==> src/rtl/scl_pkg.sv <==
package scl_pkg;
   localparam int unsigned CFG_W    = 16;
   localparam int unsigned MODE_POS = 15;
   localparam int unsigned DUTY_POS = 14;
   localparam int unsigned LO_MUL_F = 2;
   localparam int unsigned LO_MUL_T = 16;
   localparam int unsigned HI_MUL_T = 9;
   typedef enum logic {PH_HIGH = 1'b0, PH_LOW = 1'b1} phase_e;
endpackage

==> src/rtl/scl_cfg_reg.sv <==
module scl_cfg_reg #(
   parameter int unsigned DIV_W = 12
) (
   input  logic                        clk,
   input  logic                        rst_n,
   input  logic                        en,
   input  logic                        we,
   input  logic [scl_pkg::CFG_W-1:0]   wdata,
   output logic                        fast,
   output logic                        duty,
   output logic [DIV_W-1:0]            div
);
   import scl_pkg::*;

   if (DIV_W > DUTY_POS - 2) begin : g_w_chk
      $error("DIV_W overlaps reserved bits");
   end

   logic take;
   assign take = we && !en;

   always_ff @(posedge clk or negedge rst_n) begin
      if (!rst_n) begin
         fast <= 1'b0;
         duty <= 1'b0;
         div  <= '0;
      end else if (take) begin
         fast <= wdata[MODE_POS];
         duty <= wdata[DUTY_POS];
         div  <= wdata[DIV_W-1:0];
      end
   end


   cfg_hold_chk: assert property (@(posedge clk) disable iff (!rst_n)
      en |=> ($stable(div) && $stable(fast) && $stable(duty)));
endmodule

==> src/rtl/scl_phase_len.sv <==
module scl_phase_len #(
   parameter int unsigned DIV_W     = 12,
   parameter int unsigned CNT_W     = DIV_W + 4,
   parameter bit          USE_SHIFT = 1'b1
) (
   input  logic             fast,
   input  logic             duty,
   input  logic [DIV_W-1:0] div,
   output logic [CNT_W-1:0] len_lo,
   output logic [CNT_W-1:0] len_hi
);
   import scl_pkg::*;

   if (CNT_W < DIV_W + 4) begin : g_cw_chk
      $error("CNT_W too small for 16x divider");
   end

   logic [CNT_W-1:0] d1, d2, d9, d16;
   assign d1 = CNT_W'(div);

   if (USE_SHIFT) begin : g_shift
      assign d2  = d1 << 1;
      assign d16 = d1 << 4;
      assign d9  = (d1 << 3) + d1;
   end else begin : g_mul
      assign d2  = d1 * CNT_W'(LO_MUL_F);
      assign d16 = d1 * CNT_W'(LO_MUL_T);
      assign d9  = d1 * CNT_W'(HI_MUL_T);
   end

   always_comb begin
      if (!fast) begin
         len_lo = d1;
         len_hi = d1;
      end else if (!duty) begin
         len_lo = d2;
         len_hi = d1;
      end else begin
         len_lo = d16;
         len_hi = d9;
      end
   end
endmodule

==> src/rtl/scl_phase_ctr.sv <==
module scl_phase_ctr #(
   parameter int unsigned CNT_W = 16
) (
   input  logic             clk,
   input  logic             rst_n,
   input  logic             go,
   input  logic [CNT_W-1:0] len_lo,
   input  logic [CNT_W-1:0] len_hi,
   output logic             low_req,
   output logic             fall_stb,
   output logic             rise_stb
);
   import scl_pkg::*;

   logic             run;
   phase_e           ph;
   logic [CNT_W-1:0] cnt;
   logic [CNT_W-1:0] cur_len;
   logic             last;

   assign cur_len = (ph == PH_LOW) ? len_lo : len_hi;
   assign last    = (cnt == cur_len - CNT_W'(1));

   always_ff @(posedge clk or negedge rst_n) begin
      if (!rst_n) begin
         run <= 1'b0;
         ph  <= PH_HIGH;
         cnt <= '0;
      end else if (!go) begin
         run <= 1'b0;
         ph  <= PH_HIGH;
         cnt <= '0;
      end else if (!run) begin
         run <= 1'b1;
         ph  <= PH_LOW;
         cnt <= '0;
      end else if (last) begin
         ph  <= (ph == PH_LOW) ? PH_HIGH : PH_LOW;
         cnt <= '0;
      end else begin
         cnt <= cnt + CNT_W'(1);
      end
   end

   assign low_req  = run && (ph == PH_LOW);
   assign fall_stb = low_req && (cnt == '0);
   assign rise_stb = run && (ph == PH_HIGH) && (cnt == '0);


   stb_excl_chk: assert property (@(posedge clk) disable iff (!rst_n)
      $onehot0({fall_stb, rise_stb}));

   start_low_chk: assert property (@(posedge clk) disable iff (!rst_n)
      (go && !run) |=> (low_req && fall_stb));

   stop_rel_chk: assert property (@(posedge clk) disable iff (!rst_n)
      !go |=> !low_req);

   cnt_bound_chk: assert property (@(posedge clk) disable iff (!rst_n)
      run |-> (cnt < cur_len));
endmodule

==> src/rtl/scl_clkgen.sv <==
module scl_clkgen #(
   parameter int unsigned DIV_W     = 12,
   parameter bit          USE_SHIFT = 1'b1
) (
   input  logic        clk,
   input  logic        rst_n,
   input  logic        en,
   input  logic        cfg_we,
   input  logic [15:0] cfg_wdata,
   output logic        scl_low_req,
   output logic        fall_stb,
   output logic        rise_stb
);
   localparam int unsigned CNT_W = DIV_W + 4;

   logic             fast, duty;
   logic [DIV_W-1:0] div;
   logic [CNT_W-1:0] len_lo, len_hi;
   logic             go;

   scl_cfg_reg #(.DIV_W(DIV_W)) u_cfg (
      .clk(clk), .rst_n(rst_n), .en(en), .we(cfg_we), .wdata(cfg_wdata),
      .fast(fast), .duty(duty), .div(div));

   scl_phase_len #(.DIV_W(DIV_W), .CNT_W(CNT_W), .USE_SHIFT(USE_SHIFT)) u_len (
      .fast(fast), .duty(duty), .div(div), .len_lo(len_lo), .len_hi(len_hi));

   assign go = en && (div != '0);

   scl_phase_ctr #(.CNT_W(CNT_W)) u_ctr (
      .clk(clk), .rst_n(rst_n), .go(go), .len_lo(len_lo), .len_hi(len_hi),
      .low_req(scl_low_req), .fall_stb(fall_stb), .rise_stb(rise_stb));


   zero_div_chk: assert property (@(posedge clk) disable iff (!rst_n)
      (div == '0) |-> (!scl_low_req && !fall_stb && !rise_stb));
endmodule

==> config.mk <==
export PLATFORM = sky130hd
export DESIGN_NAME = scl_clkgen
export DESIGN_NICKNAME = d
export VERILOG_FILES = /design/src/rtl/scl_pkg.sv /design/src/rtl/scl_cfg_reg.sv /design/src/rtl/scl_phase_len.sv /design/src/rtl/scl_phase_ctr.sv /design/src/rtl/scl_clkgen.sv
export SDC_FILE = /design/constraint.sdc
export NUM_CORES = 1
export LEC_CHECK = 0
export ABC_AREA = 0
export BUFFER_PORTS_ARGS = -buffer_cell sky130_fd_sc_hd__buf_2
export CORE_MARGIN = 2
export CORE_UTILIZATION = 54
export CTS_CLUSTER_DIAMETER = 120
export DETAILED_ROUTE_END_ITERATION = 6
export GPL_ROUTABILITY_DRIVEN = 0
export GPL_TIMING_DRIVEN = 1
export HOLD_SLACK_MARGIN = 0.05
export PLACE_DENSITY = 0.7
export SYNTH_ARGS = -nofsm -noshare
export SYNTH_HDL_FRONTEND = slang
export SYNTH_SLANG_ARGS = --single-unit
==> constraint.sdc <==
create_clock -name clk -period 10.05 [get_ports clk]
set_input_delay 2.01 -clock clk [delete_from_list [all_inputs] [get_ports clk]]
set_output_delay 2.01 -clock clk [all_outputs]
set_load 0.01 [all_outputs]
==> summary.md, run 1 <==
| Metric | Value |
|---|---|
| Status | `finished, final reports clean` |
| Sequential share of power | `33.4%` |
| Die ar. | `6230 um^2` |
| CP peak stage delay | `0.87 ns` |
| Post-synth EDFFs | `0` |
| Routed WL | `7090 um` |
| Crit end category | `flop` |
| Die W | `79.0 um` |
| Clk sinks | `32` |
| Fin. Hold Viols | `0` |
| Gates resized, CTS repair | `0` |
| Maxcap violations | `0` |
| Avg Inst Size Synth | `8.50 um^2` |
| Vias in the first global route | `2,689` |
| Commonest cells in the netlist | `40 x nor2_1, 32 x dfrtp_1, 24 x nand2_1` |
| NetSw | `203 uW` |
| Critical setup path kind | `flop to flop` |
| Area leader, netlist | `dfrtp_1` |
| CTS tree | `built` |
| Worst Tran Pin Value | `0.877 ns` |
| YS warnings | `0` |
| DRT Pass-1 Iters | `4` |
| Register Area | `801 um^2` |
| Chip height | `79.0 um` |
| Footprint of the multi-input gates | `2090 um^2` |
| Sequential-to-total area share from yosys stat | `26.4%` |
| Fin Clk Skew | `0.0121 ns` |
| Clk pwr share | `21.5%` |
| Post CTS Setup Buffer Count | `0` |
| Final worst slack | `5.66 ns` |
| PD cells | `152 nW/um^2` |
| DRC viols | `0` |
| Post-Place Setup Slack | `5.78 ns` |
| Via density | `6.10` |
| H-tree depth | `2` |
| Internal power | `292 uW` |
| LEAKAGE | `1.33 nW` |
| Post-Syn Area | `3030 um^2` |
| Hold Buf Count CTS | `0` |
| Global-route wire length before repair | `12,400 um` |
| Asr flop ratio synth | `100%` |
| Largest net degree at the start of global routing | `33` |
| Fin crit share | `43.7%` |
| Filler Cells Inserted | `536` |
| Synth area leaders | `dfrtp_1 26%, xnor2_1 6.4%, mux2_2 5.6%` |
| Worst hold stages | `1` |
| Cells after Synth | `357` |
| Num CTS Buffers | `5` |
| # diodes | `0` |
| Startpoint types | `flop` |
| Setup violators final | `0` |
| Post-DP Area | `3160 um^2` |
| Via Count | `2,695` |
| DR iter-0 viols | `156` |
| Min-Delay Path Class | `flop to flop` |
| Antenna violations before repair | `0` |
| Initial Util | `55.4%` |
| Synth cell types | `78` |
| Peak supply drop | `0.105 mV` |
| Max-slew headroom | `41.5%` |
| Post-Syn Nets | `390` |
| Area grow syn2layout | `7.13%` |
| GRT overflow | `0` |
| R2R depth | `12` |
| Design area | `3250 um^2` |
| DR WL/cell | `16.0 um` |
| Minimum clock period | `4.39 ns` |
| Core Area | `5470 um^2` |
| Peak Freq | `0.228 GHz` |
| PortBufs | `20` |
| Tot GR Track Use | `24.9%` |
| Most numerous cell in the Yosys netlist | `nor2_1` |
| Gate power share | `45.1%` |
| Worst skew pair latency | `0.29 ns` |
| Clk root buf | `clkbuf_8` |
| Required @ worst endpoint | `10.18 ns` |
| Crit-path slowest cell | `dfrtp_1` |
| RSZ-0062 raised after global routing | `no` |
| Detailed placer's ending HPWL | `5280 um` |
| Num ports | `23` |
| Maximum clock insertion buffer count | `2` |
| CP Data Arrival Time | `4.53 ns` |
| Crit-path cells | `nand2_1 -> nor3b_1 -> a21oi_1 -> ha_1 -> o2111a_1 -> xor2_1 -> or4b_1 -> o211ai_1 -> nor4bb_1 -> nand4b_1 -> o31ai_4 -> nor2_1` |
| Sw Ratio | `40.9%` |
| Crit-path max FO | `25` |
| # rows | `27` |
| Fin. max-slew vios | `0` |
| Layout cell share with drive strength beyond 1 | `15.7%` |
| Setup TNS | `0 ns` |
| FF+latch count, synth | `32` |
| Fin nets | `402` |
| Routed Antenna Nets | `0` |
| Yosys top cell area share | `26.4%` |
| Clk slew on worst S/H paths | `0.07 ns` |
| Synth Flop Type | `dfrtp_1` |
==> layout by cell type (no fill, tap or decap), types with 2 or more instances in the layout <==
master and count:
a211oi_1 2, a21o_1 6, a21oi_1 12, a31oi_1 8, and2_1 4, and3_1 5, and4_1 2, buf_2 20
clkbuf_8 6, dfrtp_1 32, ha_1 12, inv_1 17, mux2_2 15, mux2i_1 9, nand2_1 24, nand2b_1 3
nand3_1 14, nand3b_1 2, nand4_1 2, nor2_1 40, nor2b_1 4, nor3_1 8, nor4_1 4, nor4b_1 3
o211ai_1 6, o21a_1 2, o21ai_0 15, o21ai_1 2, o21ai_2 2, o22ai_1 6, or2_2 2, or3_1 2
or4b_1 2, xnor2_1 22, xor2_1 11
==> registers in the layout (all words and copies together), names as in the netlist <==
signal and count:
u_cfg.div 12, u_cfg.duty 1, u_cfg.fast 1, u_ctr.cnt 16, u_ctr.ph 1, u_ctr.run 1
==> worst max-delay path, delay by kind of cell (launching register included) <==
family / cells / cell delay [ns]
simple gates: 6 / 2.01
compound gates: 4 / 0.95
flops: 1 / 0.87
fa+ha+maj: 1 / 0.22
xor+xnor: 1 / 0.17
==> final cells by class <==
class,count,area share (%)
clock buffer,7,2.66
clock inverter,1,0.231
inverter,17,1.96
multi-input combinational,292,64.4
sequential,32,24.6
tap,72,2.77
timing repair buffer,21,3.31
==> per-stage QoR <==
step / power [mW] / std cells / hold slack, ns / util (%)
finish: 0.495 / 442 / 0.504 / 59.4
global route: 0.531 / 442 / 0.549 / 59.4
global placement: 0.383 / 434 / 0.485 / 57.7
floorplan: 0.343 / 357 / 0.442 / -
CTS: 0.495 / 442 / 0.505 / 59.4
detailed placement: 0.388 / 434 / 0.497 / 57.7
==> worst paths after layout <==
path,start,to,slack (ns)
min in group asynchronous,rst_n,u_cfg.div[8]$_DFFE_PN0P_,1.77
max,u_ctr.ph$_DFFE_PN0P_,u_ctr.cnt[2]$_DFF_PN0_,5.66
min,u_ctr.run$_DFF_PN0_,u_ctr.ph$_DFFE_PN0P_,0.50
max in group asynchronous,rst_n,u_ctr.cnt[6]$_DFF_PN0_,7.81
max reg2reg,u_ctr.ph$_DFFE_PN0P_,u_ctr.cnt[2]$_DFF_PN0_,5.66
min reg2reg,u_ctr.run$_DFF_PN0_,u_ctr.ph$_DFFE_PN0P_,0.50
==> power by group through the flow <==
stage	sequential (mW)	combinational [mW]	clock, mW
final	0.166	0.223	0.106
after global routing	0.168	0.250	0.113
after CTS	0.164	0.222	0.109
after detailed placement	0.167	0.221	0
after global placement	0.167	0.217	0
after floorplan	0.151	0.193	0
==> per-layer routing <==
metal  vias to the layer above  wire length, um  track usage (%)
met1                      1305             3450             34.1
met4                         0               42             5.17
met5                         -                0                0
met2                        52             3330             41.3
met3                         4              264             4.55
li1                       1334                -                -
==> cell families after synthesis <==
| family | Yosys count | share of synthesized area (%) |
|---|---|---|
| AND/OR/NAND/NOR | 131 | 22.4 |
| AO/OA/AOI/OAI | 90 | 22.2 |
| multiplexers | 24 | 8.54 |
| buffers and inverters | 33 | 4.58 |
| flip-flops | 32 | 26.4 |
| XOR/XNOR | 34 | 10.3 |
| adder cells (fa/ha/maj) | 13 | 5.61 |
(Power assumes the default switching activity.)
==> run 2: changes to the inputs <==
Settings changed: ABC_AREA 0 to 1, PLACE_DENSITY 0.7 to 0.69.
Clock period 10.05 ns to 4.6 ns, I/O delays scaled along.
==> run 2 against run 1 <==
Compared with the run above: sequential power rose by 110%; maximum frequency rose by 25%; die area rose by 11%; count of clock-buffer cells in the layout did not move; clock skew fell by 0.0042 ns; total power rose by 140%; register-to-register slack got worse by 4.6 ns.
==> summary.md, run 2 <==
| Metric | Value |
|---|---|
| Yosys top cell area share | `23.7%` |
| Clk sinks | `32` |
| Sw Ratio | `43.4%` |
| DRT Pass-1 Iters | `5` |
| Clk pwr share | `26.0%` |
| CTS tree | `built` |
| Post-synth EDFFs | `0` |
| Setup violators final | `0` |
| Fin Clk Skew | `0.00792 ns` |
| Max-slew headroom | `46.8%` |
| Area leader, netlist | `dfrtp_1` |
| Via density | `5.40` |
| Required @ worst endpoint | `4.81 ns` |
| Min-Delay Path Class | `flop to flop` |
| Fin nets | `592` |
| Core Area | `5990 um^2` |
| Num ports | `23` |
| Gate power share | `44.8%` |
| Clk root buf | `clkbuf_8` |
| Worst hold stages | `1` |
| Post-Syn Area | `3380 um^2` |
| Non-filler cells in the finished layout | `635` |
| Most numerous cell in the Yosys netlist | `nand2_1` |
| DRC viols | `0` |
| Worst Tran Pin Value | `0.796 ns` |
| H-tree depth | `2` |
| # rows | `28` |
| Maxcap violations | `0` |
| Maximum clock insertion buffer count | `2` |
| Max FFs per register | `16` |
| Sequential share of power | `29.2%` |
| Chip height | `83.1 um` |
| Initial Util | `56.4%` |
| Post-Route Utilization | `60.7%` |
| Commonest cells in the netlist | `174 x nand2_1, 74 x inv_1, 67 x nand3_1` |
| Tot GR Track Use | `25.0%` |
| Peak Freq | `0.285 GHz` |
| Status | `finished, final reports clean` |
| Die W | `83.1 um` |
| Fin crit share | `76.2%` |
| R2R depth | `20` |
| LEAKAGE | `1.84 nW` |
| Global-route wire length before repair | `14,400 um` |
| Post CTS Setup Buffer Count | `0` |
| Routed WL | `8180 um` |
| Most frequent cells in the layout | `174 x nand2_1, 74 x inv_1, 67 x nand3_1` |
| FF+latch count, synth | `32` |
| Antenna violations before repair | `0` |
| Synth cell types | `38` |
| Commonest non-fill, non-tap cell in the layout | `nand2_1` |
| Fin. max-slew vios | `0` |
| Minimum clock period | `3.51 ns` |
| Vias in the first global route | `3,196` |
| Hold Buf Count CTS | `0` |
| Crit-path max FO | `16` |
| Critical setup path kind | `flop to flop` |
| Largest Register | `u_ctr.cnt` |
| Placed insts | `627` |
| CP Data Arrival Time | `3.71 ns` |
| NetSw | `513 uW` |
| GRT overflow | `0` |
| YS warnings | `0` |
| Fin. Hold Viols | `0` |
| Internal power | `670 uW` |
| Peak supply drop | `0.250 mV` |
| Setup TNS | `0 ns` |
| Num CTS Buffers | `5` |
| Synth Flop Type | `dfrtp_1` |
| Sequential-to-total area share from yosys stat | `23.7%` |
| Regs by FF count | `u_ctr.cnt: 16 flops, u_cfg.div: 12 flops` |
| Via Count | `3,429` |
| Largest net degree at the start of global routing | `33` |
| Gates resized, CTS repair | `0` |
| Asr flop ratio synth | `100%` |
| RSZ-0062 raised after global routing | `no` |
| DR iter-0 viols | `188` |
| Worst skew pair latency | `0.29 ns` |
| Crit end category | `flop` |
| Area grow syn2layout | `7.63%` |
| PortBufs | `20` |
| Clk slew on worst S/H paths | `0.07 ns` |
| PD cells | `325 nW/um^2` |
| Synth area leaders | `dfrtp_1 24%, nand2_1 19%, nand3_1 9.9%` |
| Die ar. | `6900 um^2` |
| Avg Inst Size Synth | `6.27 um^2` |
| Cells after Synth | `539` |
| Routed Antenna Nets | `0` |
| Detailed placer's ending HPWL | `6310 um` |
| Post-Syn Nets | `572` |
| DR WL/cell | `12.9 um` |
| Layout cell share with drive strength beyond 1 | `13.4%` |
| # diodes | `0` |
| Startpoint types | `flop` |
## run 2: changes by cell type in the layout (fill, tap and decap cells not counted), moves of 7 or more
cell / before / now
a31oi_1: 8 / 1
mux2_2: 15 / 4
xnor2_1: 22 / 1
nand2_1: 24 / 174
inv_1: 17 / 74
mux2i_1: 9 / 0
nand4_1: 2 / 12
nor2_4: 0 / 12
nor2_1: 40 / 49
a21oi_1: 12 / 26
nand3_1: 14 / 67
## run 2: power by group through the flow
stage / registers, mW / clock network (mW) / logic (mW)
after global routing: 0.348 / 0.324 / 0.615
final: 0.346 / 0.308 / 0.530
after global placement: 0.349 / 0 / 0.514
after detailed placement: 0.350 / 0 / 0.523
after CTS: 0.344 / 0.311 / 0.526
after floorplan: 0.327 / 0 / 0.437
## run 2: kinds of logic after synthesis
family	count (synthesis)	synth area share (%)
xor gates and xnor gates	7	1.82
DFF	32	23.7
adders and majority gates	13	5.04
and+or+nand+nor	343	48.2
muxes	4	1.33
AOI/OAI and AO/OA	52	8.85
buffers and inverters	88	11.0
## run 2: through the flow
stage | total power [mW] | hold slack [ns] | worst slack, ns | instance area [um^2]
global placement | 0.863 | 0.471 | 1.17 | 3510
global route | 1.29 | 0.508 | 0.799 | 3630
detailed placement | 0.873 | 0.475 | 1.14 | 3510
finish | 1.18 | 0.483 | 1.09 | 3630
CTS | 1.18 | 0.485 | 1.10 | 3630
floorplan | 0.765 | 0.451 | 1.78 | 3380
## run 2: area by class of cell
type / instances / area [um^2]
Clock buffer: 7 / 96.3
Inverter: 80 / 303
Clock inverter: 1 / 30.0
Fill cell: 585 / 2360
Tap cell: 75 / 93.8
Sequential cell: 32 / 801
Timing Repair Buffer: 21 / 108
Multi-Input combinational cell: 419 / 2200
## run 2: worst max-delay path, cell delays in order, from the launching register on
cell and delay [ns]:
dfrtp_1 0.52, ha_1 0.27, inv_1 0.07, fa_1 0.38, inv_1 0.12, nand2_1 0.09
nand2_1 0.15, nand2_1 0.07, nand2_1 0.06, nand3_1 0.13, a21oi_2 0.25, nand3_2 0.14
nor2_4 0.15, nand3_1 0.09, o21bai_1 0.13, nand2_1 0.07, nand2_1 0.08, nor2_2 0.05
nand2_2 0.08, nand3_4 0.30, nor2_1 0.20
## run 2: final timing paths
path | startpoint | end | slack (ns)
min reg2reg | u_ctr.cnt[0]$_DFF_PN0_ | u_ctr.cnt[0]$_DFF_PN0_ | 0.48
min | u_ctr.cnt[0]$_DFF_PN0_ | u_ctr.cnt[0]$_DFF_PN0_ | 0.48
min in group asynchronous | rst_n | u_cfg.div[9]$_DFFE_PN0P_ | 0.69
max in group asynchronous | rst_n | u_ctr.cnt[9]$_DFF_PN0_ | 3.42
max reg2reg | u_cfg.div[3]$_DFFE_PN0P_ | u_ctr.cnt[4]$_DFF_PN0_ | 1.09
max | u_cfg.div[3]$_DFFE_PN0P_ | u_ctr.cnt[4]$_DFF_PN0_ | 1.09
## run 2: per-layer routing
layer | global-route usage [%] | part of all wire, % | up-vias
met5 | 0 | 0 | -
met4 | 9.39 | 2.9 | 0
met3 | 3.08 | 6.3 | 19
met2 | 38.6 | 43 | 110
met1 | 35.7 | 48 | 1518
li1 | - | - | 1782
==> run 3: changes to the inputs <==
Clock period 4.6 ns to 3.7 ns, I/O delays scaled along.
==> run 3 against run 2 <==
Compared with the run above: combinational power increased by 27%; global-route usage is 0.48 points lower; count of clock-buffer cells in the layout unchanged; die area stayed put; largest power group unchanged; largest cell class unchanged; critical path depth unchanged; maximum frequency grew 5.2%; sequential cell count unchanged; sequential power is 23% higher; first-iteration DRC count is 18% higher; non-clock buffer count increased by 2.
==> summary.md, run 3 (synthesis results as in run 2) <==
| Metric | Value |
|---|---|
| LEAKAGE | `1.83 nW` |
| Commonest non-fill, non-tap cell in the layout | `nand2_1` |
| Gates resized, CTS repair | `0` |
| Peak Freq | `0.300 GHz` |
| Setup violators final | `0` |
| Layout cell share with drive strength beyond 1 | `13.5%` |
| Critical setup path kind | `flop to flop` |
| Post-Route Utilization | `60.4%` |
| Chip height | `83.1 um` |
| RSZ-0062 raised after global routing | `no` |
| Clk slew on worst S/H paths | `0.08 ns` |
| Clk sinks | `32` |
| Crit end category | `flop` |
| Via density | `5.43` |
| Regs by FF count | `u_ctr.cnt: 16 flops, u_cfg.div: 12 flops` |
| Maximum clock insertion buffer count | `2` |
| DR WL met3 | `516 um` |
| Global-route wire length before repair | `14,100 um` |
| # rows | `28` |
| Fin crit share | `90.1%` |
| Most frequent cells in the layout | `174 x nand2_1, 74 x inv_1, 67 x nand3_1` |
| Min-Delay Path Class | `primary input to asynchronous set/reset pin` |
| Num CTS Buffers | `5` |
| Post-Place Setup Slack | `0.417 ns` |
| Met2 WL | `3780 um` |
| Tot GR Track Use | `24.5%` |
| Maxcap violations | `0` |
| Routed WL | `8250 um` |
| PortBufs | `20` |
| DRC viols | `0` |
| Fin. Hold Viols | `0` |
| GRT overflow | `0` |
| Die W | `83.1 um` |
| Final worst slack | `0.367 ns` |
| H-tree depth | `2` |
| Worst Tran Pin Value | `0.796 ns` |
| Startpoint types | `flop` |
| Fin. max-slew vios | `0` |
| Clk root buf | `clkbuf_8` |
| Crit-path max FO | `16` |
| Vias in the first global route | `3,213` |
| Initial Util | `56.4%` |
| Max-slew headroom | `46.8%` |
| CTS tree | `built` |
| DRT Pass-1 Iters | `5` |
| Required @ worst endpoint | `3.85 ns` |
| Area grow syn2layout | `7.11%` |
| Detailed placer's ending HPWL | `6470 um` |
| WHS | `0.497 ns` |
| Fin nets | `594` |
| DR iter-0 viols | `222` |
| Largest net degree at the start of global routing | `33` |
| Fin Clk Skew | `0.00978 ns` |
| Status | `finished, final reports clean` |
| Peak supply drop | `0.208 mV` |
| Num ports | `23` |
| Antenna violations before repair | `0` |
| DR WL/cell | `12.9 um` |
| CP Data Arrival Time | `3.49 ns` |
| Core Area | `5990 um^2` |
| Worst skew pair latency | `0.29 ns` |
| Setup TNS | `0 ns` |
| # diodes | `0` |
| Minimum clock period | `3.33 ns` |
| PD cells | `385 nW/um^2` |
| Routed Antenna Nets | `0` |
| Top Layer Used | `met4` |
| Largest Register | `u_ctr.cnt` |
| Via Count | `3,461` |
| Post CTS Setup Buffer Count | `0` |
| Die ar. | `6900 um^2` |
| Max FFs per register | `16` |
| Post-Route M1 WL | `3900 um` |
| Hold Buf Count CTS | `0` |
[run 3: worst max-delay path: stages, from the launching register on]
cell     delay [ns]
dfrtp_1        0.50
inv_1          0.15
fa_1           0.44
inv_1          0.12
nand2_1        0.09
nand2_1        0.15
nand2_1        0.07
nand2_1        0.05
nand3_1        0.12
a21oi_2        0.25
nand3_2        0.13
nor2_4         0.15
nand3_1        0.09
nand2_1        0.09
nand2_1        0.06
nand2_1        0.05
nand2_1        0.06
nor2_2         0.17
nand2_2        0.10
nand3_4        0.29
nor2_1         0.08
[run 3: final timing paths]
kind | from | to | slack, ns | cells after the start
worst min register to register | u_ctr.cnt[0]$_DFF_PN0_ | u_ctr.cnt[0]$_DFF_PN0_ | 0.50 | 1
worst max register to register | u_cfg.div[4]$_DFFE_PN0P_ | u_ctr.cnt[0]$_DFF_PN0_ | 0.37 | 20
min in group clk | u_ctr.cnt[0]$_DFF_PN0_ | u_ctr.cnt[0]$_DFF_PN0_ | 0.50 | 1
worst max-delay path | u_cfg.div[4]$_DFFE_PN0P_ | u_ctr.cnt[0]$_DFF_PN0_ | 0.37 | 20
worst min-delay path | rst_n | u_cfg.div[10]$_DFFE_PN0P_ | 0.50 | 1
max in group asynchronous | rst_n | u_ctr.cnt[6]$_DFF_PN0_ | 2.69 | 1
[run 3: layout make-up]
type | count | area [um^2]
Tap cell | 75 | 93.8
Clock buffer | 7 | 86.3
Timing Repair Buffer | 23 | 123
Fill cell | 591 | 2370
Clock inverter | 1 | 7.51
Multi-Input combinational cell | 419 | 2200
Sequential cell | 32 | 801
Inverter | 80 | 303
[run 3: where the power goes]
group / leakage (nW) / internal [mW] / switching, mW / total [mW]
sequential: 0.403 / 0.372 / 0.0528 / 0.424
combinational: 1.38 / 0.228 / 0.444 / 0.672
clock: 0.0445 / 0.151 / 0.143 / 0.294
[run 3: per-stage QoR]
stage | instance area [um^2] | cells | total power [mW]
CTS | 3620 | 637 | 1.39
detailed placement | 3520 | 629 | 1.09
global placement | 3520 | 629 | 1.08
global route | 3620 | 637 | 1.52
finish | 3620 | 637 | 1.39
floorplan | 3380 | 539 | 0.951
[run 3: layer usage]
metal / vias to the layer above / global-route usage, %
met5: - / 0
met4: 0 / 5.51
met3: 6 / 3.58
met2: 97 / 40.9
met1: 1576 / 33.6
li1: 1782 / -
